[src/rtl/srcb_sel_pkg.sv]
package srcb_sel_pkg;
  localparam int LANE_W  = 32;
  localparam int HALF_W  = LANE_W / 2;

  localparam logic [LANE_W-1:0] F32_ONE     = 32'h3F80_0000;
  localparam logic [LANE_W-1:0] F32_TWO     = 32'h4000_0000;
  localparam logic [LANE_W-1:0] F32_NEG_ONE = 32'hBF80_0000;
  localparam logic [LANE_W-1:0] F32_HALF    = 32'h3F00_0000;

  localparam int N_FCONST = 4;
  localparam int N_ICONST = 3;

  typedef enum logic [2:0] {
    GRP_VREG,
    GRP_PORT,
    GRP_CONST,
    GRP_LOZ,
    GRP_HIZ,
    GRP_ONES,
    GRP_PAIR
  } src_grp_e;
endpackage

[src/rtl/srcb_port_mux.sv]
module srcb_port_mux #(
  parameter int N_PORT    = 3,
  parameter int CODE_W    = 5,
  parameter int PORT_BASE = 1
) (
  input  logic [CODE_W-1:0]                       code,
  input  logic [N_PORT*srcb_sel_pkg::LANE_W-1:0]  port_data,
  output logic [srcb_sel_pkg::LANE_W-1:0]         port_val,
  output logic [N_PORT-1:0]                       port_used
);
  import srcb_sel_pkg::*;

  logic [N_PORT-1:0][LANE_W-1:0] ports;

  genvar k;
  generate
    for (k = 0; k < N_PORT; k++) begin : g_port
      assign ports[k]     = port_data[k*LANE_W +: LANE_W];
      assign port_used[k] = (int'(code) == PORT_BASE + k);
    end
  endgenerate

  always_comb begin
    port_val = '0;
    for (int i = 0; i < N_PORT; i++) begin
      if (port_used[i]) port_val = ports[i];
    end
  end
endmodule

[src/rtl/srcb_const_gen.sv]
module srcb_const_gen #(
  parameter int CODE_W = 5,
  parameter int FBASE  = 4,
  parameter int IBASE  = 8
) (
  input  logic [CODE_W-1:0]                code,
  input  logic                             fp_mode,
  output logic [srcb_sel_pkg::LANE_W-1:0]  const_val
);
  import srcb_sel_pkg::*;

  int off;

  always_comb begin
    off       = int'(code) - FBASE;
    const_val = '0;
    case (off)
      0: const_val = F32_ONE;
      1: const_val = F32_TWO;
      2: const_val = F32_NEG_ONE;
      3: const_val = F32_HALF;
      default: begin
        case (int'(code) - IBASE)
          0: const_val = fp_mode ? F32_ONE : LANE_W'(1);
          1: const_val = fp_mode ? F32_NEG_ONE : '1;
          default: const_val = '0;
        endcase
      end
    endcase
  end


  always_comb begin
    if (off >= 0 && off < N_FCONST)
      fconst_exp_chk: assert (const_val[30:23] != 8'h00)
        else $error("float constant has zero exponent");
  end
endmodule

[src/rtl/srcb_imm_forms.sv]
module srcb_imm_forms #(
  parameter int N_IMM = 6
) (
  input  logic [N_IMM*srcb_sel_pkg::HALF_W-1:0]               imm_slots,
  output logic [N_IMM-1:0][srcb_sel_pkg::LANE_W-1:0]          lo_zero,
  output logic [N_IMM-1:0][srcb_sel_pkg::LANE_W-1:0]          hi_zero,
  output logic [N_IMM-1:0][srcb_sel_pkg::LANE_W-1:0]          ones_ext,
  output logic [N_IMM/2-1:0][srcb_sel_pkg::LANE_W-1:0]        paired
);
  import srcb_sel_pkg::*;

  localparam int N_PAIR = N_IMM / 2;

  logic [N_IMM-1:0][HALF_W-1:0] slot;

  genvar k;
  generate
    for (k = 0; k < N_IMM; k++) begin : g_slot
      assign slot[k]     = imm_slots[k*HALF_W +: HALF_W];
      assign lo_zero[k]  = {{HALF_W{1'b0}}, slot[k]};
      assign hi_zero[k]  = {slot[k], {HALF_W{1'b0}}};
      assign ones_ext[k] = {{HALF_W{1'b1}}, slot[k]};
    end
    for (k = 0; k < N_PAIR; k++) begin : g_pair
      assign paired[k] = {slot[2*k+1], slot[2*k]};
    end
  endgenerate
endmodule

[src/rtl/srcb_operand_sel.sv]
module srcb_operand_sel #(
  parameter int CODE_W = 5,
  parameter int N_PORT = 3,
  parameter int N_IMM  = 6
) (
  input  logic [CODE_W-1:0]                       sel_code,
  input  logic                                    fp_mode,
  input  logic [srcb_sel_pkg::LANE_W-1:0]         vreg_data,
  input  logic [N_PORT*srcb_sel_pkg::LANE_W-1:0]  port_data,
  input  logic [N_IMM*srcb_sel_pkg::HALF_W-1:0]   imm_slots,
  output logic [srcb_sel_pkg::LANE_W-1:0]         operand,
  output logic [N_PORT-1:0]                       port_used
);
  import srcb_sel_pkg::*;

  localparam int PORT_BASE   = 1;
  localparam int FCONST_BASE = PORT_BASE + N_PORT;
  localparam int ICONST_BASE = FCONST_BASE + N_FCONST;
  localparam int LOZ_BASE    = ICONST_BASE + N_ICONST;
  localparam int HIZ_BASE    = LOZ_BASE + N_IMM;
  localparam int ONES_BASE   = HIZ_BASE + N_IMM;
  localparam int PAIR_BASE   = ONES_BASE + N_IMM;
  localparam int N_PAIR      = N_IMM / 2;
  localparam int IDX_W       = (N_IMM > 1) ? $clog2(N_IMM) : 1;
  localparam int PIDX_W      = (N_PAIR > 1) ? $clog2(N_PAIR) : 1;

  logic [LANE_W-1:0]              port_val;
  logic [LANE_W-1:0]              const_val;
  logic [N_IMM-1:0][LANE_W-1:0]   lo_zero, hi_zero, ones_ext;
  logic [N_PAIR-1:0][LANE_W-1:0]  paired;
  src_grp_e                       grp;
  logic [IDX_W-1:0]               imm_idx;
  logic [PIDX_W-1:0]              pair_idx;
  int                             code_i;

  srcb_port_mux #(.N_PORT(N_PORT), .CODE_W(CODE_W), .PORT_BASE(PORT_BASE)) u_port_mux (
    .code      (sel_code),
    .port_data (port_data),
    .port_val  (port_val),
    .port_used (port_used)
  );

  srcb_const_gen #(.CODE_W(CODE_W), .FBASE(FCONST_BASE), .IBASE(ICONST_BASE)) u_const_gen (
    .code      (sel_code),
    .fp_mode   (fp_mode),
    .const_val (const_val)
  );

  srcb_imm_forms #(.N_IMM(N_IMM)) u_imm_forms (
    .imm_slots (imm_slots),
    .lo_zero   (lo_zero),
    .hi_zero   (hi_zero),
    .ones_ext  (ones_ext),
    .paired    (paired)
  );

  // group decode and slot offset
  always_comb begin
    code_i  = int'(sel_code);
    grp     = GRP_VREG;
    imm_idx = '0;
    if (code_i >= PAIR_BASE) begin
      grp = GRP_PAIR;
    end else if (code_i >= ONES_BASE) begin
      grp     = GRP_ONES;
      imm_idx = IDX_W'(code_i - ONES_BASE);
    end else if (code_i >= HIZ_BASE) begin
      grp     = GRP_HIZ;
      imm_idx = IDX_W'(code_i - HIZ_BASE);
    end else if (code_i >= LOZ_BASE) begin
      grp     = GRP_LOZ;
      imm_idx = IDX_W'(code_i - LOZ_BASE);
    end else if (code_i >= FCONST_BASE) begin
      grp = GRP_CONST;
    end else if (code_i >= PORT_BASE) begin
      grp = GRP_PORT;
    end
    pair_idx = PIDX_W'(code_i - PAIR_BASE);
  end

  // final operand select
  always_comb begin
    case (grp)
      GRP_PORT:  operand = port_val;
      GRP_CONST: operand = const_val;
      GRP_LOZ:   operand = lo_zero[imm_idx];
      GRP_HIZ:   operand = hi_zero[imm_idx];
      GRP_ONES:  operand = ones_ext[imm_idx];
      GRP_PAIR:  operand = paired[pair_idx];
      default:   operand = vreg_data;
    endcase
  end


  always_comb begin
    if (sel_code == '0)
      vreg_pass_chk: assert (operand == vreg_data)
        else $error("register code did not pass register data");
  end


  always_comb begin
    port_onehot_chk: assert ($onehot0(port_used))
      else $error("more than one shared port flagged");
    if (port_used != '0)
      port_code_chk: assert (code_i >= PORT_BASE && code_i < FCONST_BASE)
        else $error("port flagged for a non-port code");
  end


  always_comb begin
    if (code_i >= HIZ_BASE && code_i < ONES_BASE)
      hiz_low_clear_chk: assert (operand[HALF_W-1:0] == '0)
        else $error("high-half form has nonzero low half");
  end


  always_comb begin
    if (code_i >= ONES_BASE && code_i < PAIR_BASE)
      ones_fill_chk: assert (operand[LANE_W-1:HALF_W] == '1)
        else $error("ones form upper half not all ones");
  end


  always_comb begin
    if (code_i == PAIR_BASE)
      pair0_fuse_chk: assert (operand == imm_slots[2*HALF_W-1:0])
        else $error("first pair not fused slot1:slot0");
  end
endmodule

[config.mk]
export PLATFORM = sky130hd
export DESIGN_NAME = srcb_operand_sel
export DESIGN_NICKNAME = d
export VERILOG_FILES = /design/src/rtl/srcb_sel_pkg.sv /design/src/rtl/srcb_port_mux.sv /design/src/rtl/srcb_const_gen.sv /design/src/rtl/srcb_imm_forms.sv /design/src/rtl/srcb_operand_sel.sv
export SDC_FILE = /design/constraint.sdc
export NUM_CORES = 1
export LEC_CHECK = 0
export ABC_AREA = 1
export CAP_MARGIN = 20
export CORE_MARGIN = 3
export CORE_UTILIZATION = 40
export DETAILED_ROUTE_END_ITERATION = 6
export GPL_ROUTABILITY_DRIVEN = 0
export GPL_TIMING_DRIVEN = 0
export PLACE_DENSITY = 0.82
export SYNTH_ARGS = -nofsm -noshare
export SYNTH_HDL_FRONTEND = slang
export SYNTH_SLANG_ARGS = --single-unit
[constraint.sdc]
create_clock -name vclk -period 5.8
set_input_delay 1.74 -clock vclk [all_inputs]
set_output_delay 1.74 -clock vclk [all_outputs]
set_load 0.02 [all_outputs]
# Yosys cells after proc, flatten, opt, wreduce, memory -nomap -nowiden

Cells that the tools add are included.

Bits in registers: 0

Add/sub/neg operators: 6
Mux-type cells: 26
Equality and inequality tests: 13
$lt $le $gt $ge: 8
Reduce and logical (&&, ||, !) cells: 2

Operator list:

| operator            | number |
|---|---|
| $bmux 32 s3         | 3 |
| $mux 32             | 7 |
| $pmux 32 s6         | 1 |
| $pmux 32 s4         | 1 |
| $bmux 32 s2         | 1 |
| $eq 32x1->1 const B | 2 |
| $eq 32x2->1 const B | 2 |
| $logic_not 32->1    | 2 |
| $pmux 32 s2         | 1 |
| $mux 31             | 1 |
| $mux 30             | 1 |
| $mux 3              | 7 |
| $ge 5x5->1 const B  | 3 |
| $eq 5x3->1 const B  | 2 |
| $eq 3x3->1 const B  | 3 |
| $eq 3x2->1 const B  | 2 |
| $sub 5x3->6 const B | 1 |
| $sub 5x4->6 const B | 1 |
| $eq 5x2->1 const B  | 1 |
| $ge 5x1->1 const B  | 1 |
| $ge 5x3->1 const B  | 1 |
| $ge 5x4->1 const B  | 1 |
| $lt 3x4->1 const B  | 1 |
| $mux 2              | 2 |
| 7 further kinds     | 7 |

# Logic depth before layout (Yosys ltp)

Gate-level depths: netlist of the first run.

Depth in word-level cells: 9
Depth in mapped cells: 17
Mapped depth without buffers: 16

# By module

A second synthesis of the first run with hierarchy kept.

Cell total of the unflattened synthesis: 3279
Area total of the unflattened synthesis: 16623.4 um^2

Modules (own cells, without submodules):

| module           | sequential area each (um^2) | area each (um^2) | cells each | instances |
|---|---|---|---|---|
| srcb_operand_sel | 0.0                         | 10162.2          | 2370       | 1 |
| srcb_imm_forms   | 0.0                         | 5052.3           | 674        | 1 |
| srcb_port_mux    | 0.0                         | 1008.5           | 168        | 1 |
| srcb_const_gen   | 0.0                         | 400.4            | 67         | 1 |

# Least setup slack after synthesis of the first run

No wires, ideal clock.

Path kind: input-to-output
Start: input sel_code[0]
End: output operand[16] (netlist name)
Buffers on the path: 3
Stages on the path: 13
Setup slack: 0.260 ns
Data arrival time: 3.800 ns
Path through: clkinv_1 clkbuf_1 ha_1 clkbuf_1 inv_1 nand2_1 nand2_1 nor2_4 buf_2 nand3_1 nand3_1 nand3_1 a21oi_1

Word-level cells in the longest chain between the ends: 9
Elaborated cells between the ends (all ways): 51

RTL lines:

| element                            | RTL line               | source |
|---|---|---|
| start, declared                    | srcb_operand_sel.sv:6  | `input logic [CODE_W-1:0] sel_code,` |
| $ge 5x1->1                         | srcb_operand_sel.sv:75 | `end else if (code_i >= PORT_BASE) begin` |
| $mux 1                             | srcb_operand_sel.sv:75 |  |
| $mux 2                             | srcb_operand_sel.sv:73 | `end else if (code_i >= FCONST_BASE) begin` |
| $mux 2                             | srcb_operand_sel.sv:70 | `end else if (code_i >= LOZ_BASE) begin` |
| $mux 3                             | srcb_operand_sel.sv:67 | `end else if (code_i >= HIZ_BASE) begin` |
| $mux 3                             | srcb_operand_sel.sv:64 | `end else if (code_i >= ONES_BASE) begin` |
| $mux 3                             | srcb_operand_sel.sv:62 | `if (code_i >= PAIR_BASE) begin` |
| $eq 3x3->1 (tied with other cells) | srcb_operand_sel.sv:83 | `case (grp)` |
| $pmux 32 s6 *                      | srcb_operand_sel.sv:83 |  |
| end, declared                      | srcb_operand_sel.sv:11 | `output logic [srcb_sel_pkg::LANE_W-1:0] operand,` |

Mark *: on every way between the ends. The rest lies on a longest branch, timed or not. The select of a mux whose other input is x is not followed.

# Worst setup path in the final report of the first run

Start: input sel_code[3]
End: output operand[16] (netlist name)

Same word-level chain as after synthesis.

==> results of run 1 <==
==> routing by layer <==
metal / part of all wire (%) / track usage (%)
met1: 37 / 44.22
met2: 46 / 62.39
met3: 13 / 7.062
met4: 4.3 / 11.78
met5: 0 / 0
==> layout by cell type (no fill, tap or decap), types with 3 or more instances in the layout <==
cell type	count
buf_2	29
clkbuf_2	15
buf_6	13
nand4_1	33
a21oi_1	37
clkbuf_1	19
nand3b_1	20
ha_1	7
buf_4	45
nand2_4	4
nor3_1	13
nand3_2	12
nor2_1	73
nor2_2	4
o21ai_0	47
a22oi_1	16
clkbuf_4	6
o21ai_1	9
inv_4	3
clkdlybuf4s50_1	228
nand2_2	5
inv_1	66
nor2_4	9
nand3_1	170
a21oi_2	6
nand2_1	289
a31oi_1	14
inv_2	13
o211ai_1	3
==> repair_timing <==
action,in CTS,in global routing
endpoints found under the hold margin,0,0
gates cloned,0,2
setup buffers,9,13
setup endpoints to repair,35,32
pin swaps,7,15
resized for setup,177,90
==> cell type report <==
type,count,area [um2],share of cell area (%)
plain buffers,70,431.7,5.655
inverters,83,319.1,4.180
well taps,140,175.2,2.295
multi-input cells,786,4006,52.48
repair buffers,289,2701,35.39
==> worst min-delay path by stage <==
stage / startpoint / to / depth (start not counted)
after global placement: vreg_data[30] / operand[30] / 4
after floorplan: vreg_data[0] / operand[0] / 2
after detailed placement: vreg_data[15] / operand[15] / 4
final: vreg_data[31] / operand[31] / 4
after CTS: vreg_data[3] / operand[3] / 4
after global routing: vreg_data[2] / operand[2] / 4
==> stage by stage <==
stage / cell area (um2) / TNS (ns)
after CTS: 7480 / -0.01013
after global placement: 7325 / -54.26
after floorplan: 4497 / 0
after detailed placement: 7325 / -56.08
final: 7634 / 0
after global routing: 7634 / -0.09578
==> kinds of logic after synthesis <==
logic type | synth area share [%]
AOI/OAI and AO/OA | 17.59
xor gates and xnor gates | 0.1948
and+or+nand+nor | 65.44
adders and majority gates | 2.504
buffers and inverters | 14.27
==> power groups by stage <==
stage	Sequential, uW	Combinational [uW]	Clock [uW]
6_report	0	843	0
5_1_grt	0	891	0
4_1_cts	0	795	0
3_5_place_dp	0	795	0
3_3_place_gp	0	791	0
2_1_floorplan	0	402	0
==> flow_metrics.tcl, run 1 <==
set metrics [dict create \
    status "complete, but fails checks" \
    violations "DRC" \
    first_pass_iters 7 \
    switching_share_pct 57.26 \
    avgViaCountPerCell 5.770 \
    start_util_pct 41.12 \
    antenna_left 0 \
    crit_type "in -> out" \
    instances_no_fill 1368 \
    yosys_warnings 0 \
    ys_seq_area_share_pct 0 \
    critical_path_arrival_ns 4.04 \
    drive_gt1_share_pct 14.33 \
    yosysMostFrequentCell "nand2_1" \
    cp_num_buf_inv 4 \
    routedWlPerCell_um 18.36 \
    netlist_top_cells_area "nand2_1 (24%), nand3_1 (20%), nor2_1 (6.4%), inv_1 (5.8%), o21ai_0 (5.3%)" \
    syn_avg_cell_area_um2 4.784 \
    yosys.area.top_type "nand2_1" \
    max_slew_margin_pct 61.52 \
    slew_viol_final 0 \
    worstPathRequired_ns 4.06 \
    endpoint "operand[16]" \
    finalSetupViolations 0 \
    grt_usage_pct 35.78 \
    clock_buffers 0 \
    wl_um 25120 \
    io_pins 265 \
    port_buffers 265 \
    p_int_uw 360.4 \
    grt_pass1_vias 7186 \
    critPathTopFamily "simple AND/OR/NAND/NOR gates" \
    areaGrowthSynthToFinish_pct 69.76 \
    power_frac_clock_pct 0 \
    num_antenna_cells 0 \
    finalPower_uw 843.2 \
    crit_chain "buf_2 > inv_2 > ha_1 > nand2_1 > o21ai_4 > nor2_8 > nand2_1 > nand2_1 > nand2_1 > nor2_4 > buf_6 > nand3_1 > nand3_2 > nand3_1 > a21oi_2 > buf_6" \
    ir_drop_mv 0.05561 \
    dp_hpwl_um 20240 \
    postLayoutCoreUtil_pct 69.81 \
    rows 38 \
    worst_hold_path_type "in -> out" \
    synth_cell_types 36 \
    ys_top_cells_by_count "nand2_1 (292), nand3_1 (179), nor2_1 (77)" \
    leakage_uw 0.003609 \
    crit_path_end_kind "output port" \
    nets 1469 \
    critPathLaunch "sel_code[3]" \
    hold_buffers 0 \
    grt_max_degree 12 \
    switchingPower_uw 482.8 \
    holdWs_ns 4.167 \
    power_density_mw_per_mm2 110.5 \
    core_mm2 0.01094 \
    crit_path_frequent_cell "nand2_1" \
    finalCritPeriodShare_pct 99.73 \
    fmax_mhz 172.9 \
    tightest_slew_ns 0.5771 \
    antenna_found_initial 0 \
    regArea_um2 0 \
    synth_top_area_share_pct 24.37 \
    worstSetupStartpointType "input pin" \
    dieArea_mm2 0.01255 \
    seqPwrFrac_pct 0 \
    cap_violations 0 \
    dr_total_vias 7893 \
    pre_cts_slack_ns -2.004 \
    setup_ws_ns 0.01593 \
    design.seq.count 0 \
    grt_overflow 0 \
    fillers 1081 \
    finalHoldViolations 0 \
    chipWidth_um 112.0 \
    grt_first_pass_wirelength_um 37050 \
    syn-cell-area_mm2 0.004497 \
    crit_slowest_cell "nor2_4" \
    cp_num_cells 16 \
    power_frac_comb_pct 100.0 \
    crit_fanout 7 \
    timing.final.crit_period_ns 5.784 \
    slowest_delay_ns 0.26 \
    drt_iter0_markers 1130 \
    synthCells 940 \
    die_y_um 112.0 \
    syn-num-nets 1179 \
    place_inst 1345 \
    drc_errors 1 \
]
Power figures use the tool's default switching activity.
==> run 2: changes to the inputs <==
- RECOVER_POWER: not set -> 100
==> flow_metrics.tcl, run 2 (synthesized netlist as in run 1, its figures left out) <==
set metrics [dict create \
    status "complete, but fails checks" \
    violations "DRC" \
    grt_usage_pct 35.78 \
    final_cell_mix "nand2_1 (289), clkdlybuf4s50_1 (225), nand3_1 (170), nor2_1 (73), inv_1 (66)" \
    max_slew_margin_pct 62.96 \
    die_y_um 112.0 \
    final_common_cell "nand2_1" \
    routed-wl-met3_um 3267 \
    wl_met2_um 11370 \
    power_density_mw_per_mm2 110.3 \
    min_to "operand[31]" \
    grt_pass1_vias 7186 \
    fmax_mhz 172.9 \
    io_pins 265 \
    antenna_left 0 \
    chipWidth_um 112.0 \
    dp_hpwl_um 20240 \
    slew_viol_final 0 \
    drive_gt1_share_pct 14.33 \
    rows 38 \
    worstSetupStartpointType "input pin" \
    clock_buffers 0 \
    crit_path_frequent_cell "nand2_1" \
    avgViaCountPerCell 5.746 \
    grt_first_pass_wirelength_um 37050 \
    finalSetupViolations 0 \
    min_path_cells 4 \
    crit_chain "buf_2 > inv_2 > ha_1 > nand2_1 > o21ai_4 > nor2_8 > nand2_1 > nand2_1 > nand2_1 > nor2_4 > buf_6 > nand3_1 > nand3_2 > nand3_1 > a21oi_2 > buf_6" \
    leakage_uw 0.003618 \
    worst_hold_path_type "in -> out" \
    dr_total_vias 7860 \
    grt_max_degree 12 \
    num_antenna_cells 0 \
    port_buffers 265 \
    finalCritPeriodShare_pct 99.73 \
    start_util_pct 41.12 \
    antenna_found_initial 0 \
    finalHoldViolations 0 \
    worstPathRequired_ns 4.06 \
    drt-met1-wl_um 9222 \
    drt_iter0_markers 1052 \
    timing.final.crit_period_ns 5.784 \
    ir_drop_mv 0.05552 \
    crit_fanout 7 \
    multi_input_area_mm2 0.004006 \
    first_pass_iters 7 \
    design.seq.count 0 \
    instances_no_fill 1368 \
    min_from "vreg_data[31]" \
    crit_path_end_kind "output port" \
    fin_tns_setup_ns 0 \
    tightest_slew_ns 0.5556 \
    finalPower_uw 842.0 \
    grt_overflow 0 \
    dr.max_layer_used "met4" \
    slowest_delay_ns 0.25 \
    postLayoutCoreUtil_pct 69.81 \
    nets 1469 \
    areaGrowthSynthToFinish_pct 69.76 \
    hold_buffers 0 \
    core_mm2 0.01094 \
    cap_violations 0 \
    dieArea_mm2 0.01255 \
    regArea_um2 0 \
    wl_um 25070 \
    critical_path_arrival_ns 4.04 \
    crit_slowest_cell "nor2_4" \
    routedWlPerCell_um 18.33 \
    place_inst 1345 \
    drc_errors 5 \
    crit_type "in -> out" \
    fillers 1081 \
]
-- run 2: through the flow --
step,area [um2],hold WS [ns],setup WS [ns]
3_3_place_gp,7325,4.560,-1.957
2_1_floorplan,4497,3.660,0.2601
6_report,7634,4.166,0.01591
5_1_grt,7634,4.198,-0.05190
4_1_cts,7480,4.181,-0.01013
3_5_place_dp,7325,4.566,-2.004
-- run 2: power by group --
group | internal, uW | leakage, uW | total, uW | switching, uW
logic | 360 | 0.00362 | 842 | 482
registers | 0 | 0 | 0 | 0
clock network | 0 | 0 | 0 | 0
-- run 2: final cells by class --
type / count / share of cell area (%)
Timing Repair Buffer: 289 / 35.39
Inverter: 83 / 4.180
Multi-Input combinational cell: 786 / 52.48
Buffer: 70 / 5.655
Tap cell: 140 / 2.295
-- run 2: what timing repair did --
| item | CTS | global route |
|---|---|---|
| buffers inserted | 9 | 13 |
| pin swaps | 7 | 15 |
| gates resized for setup | 177 | 90 |
| cloned | 0 | 2 |
| endpoints found under the setup margin | 35 | 32 |
| endpoints found under the hold margin | 0 | 0 |
-- run 2: critical path, delay by kind of cell --
kind | cells | cell delay [ns]
fa+ha+maj | 1 | 0.23
buf+inv | 4 | 0.55
compound gates | 2 | 0.33
simple gates | 9 | 1.17
-- run 2: worst max-delay path by stage --
stage / start / end / slack (ns) / depth (start not counted)
2_1_floorplan: sel_code[0] / operand[16] / 0.26 / 13
3_3_place_gp: sel_code[0] / operand[0] / -1.96 / 15
3_5_place_dp: sel_code[0] / operand[0] / -2.00 / 15
4_1_cts: sel_code[4] / operand[0] / -0.01 / 14
5_1_grt: sel_code[2] / operand[16] / -0.05 / 15
6_report: sel_code[3] / operand[16] / 0.02 / 16
-- run 2: routing by layer --
layer,vias up,track usage [%]
li1,3723,-
met1,3362,44.22
met2,654,62.39
met3,121,7.062
met4,0,11.78
met5,-,0
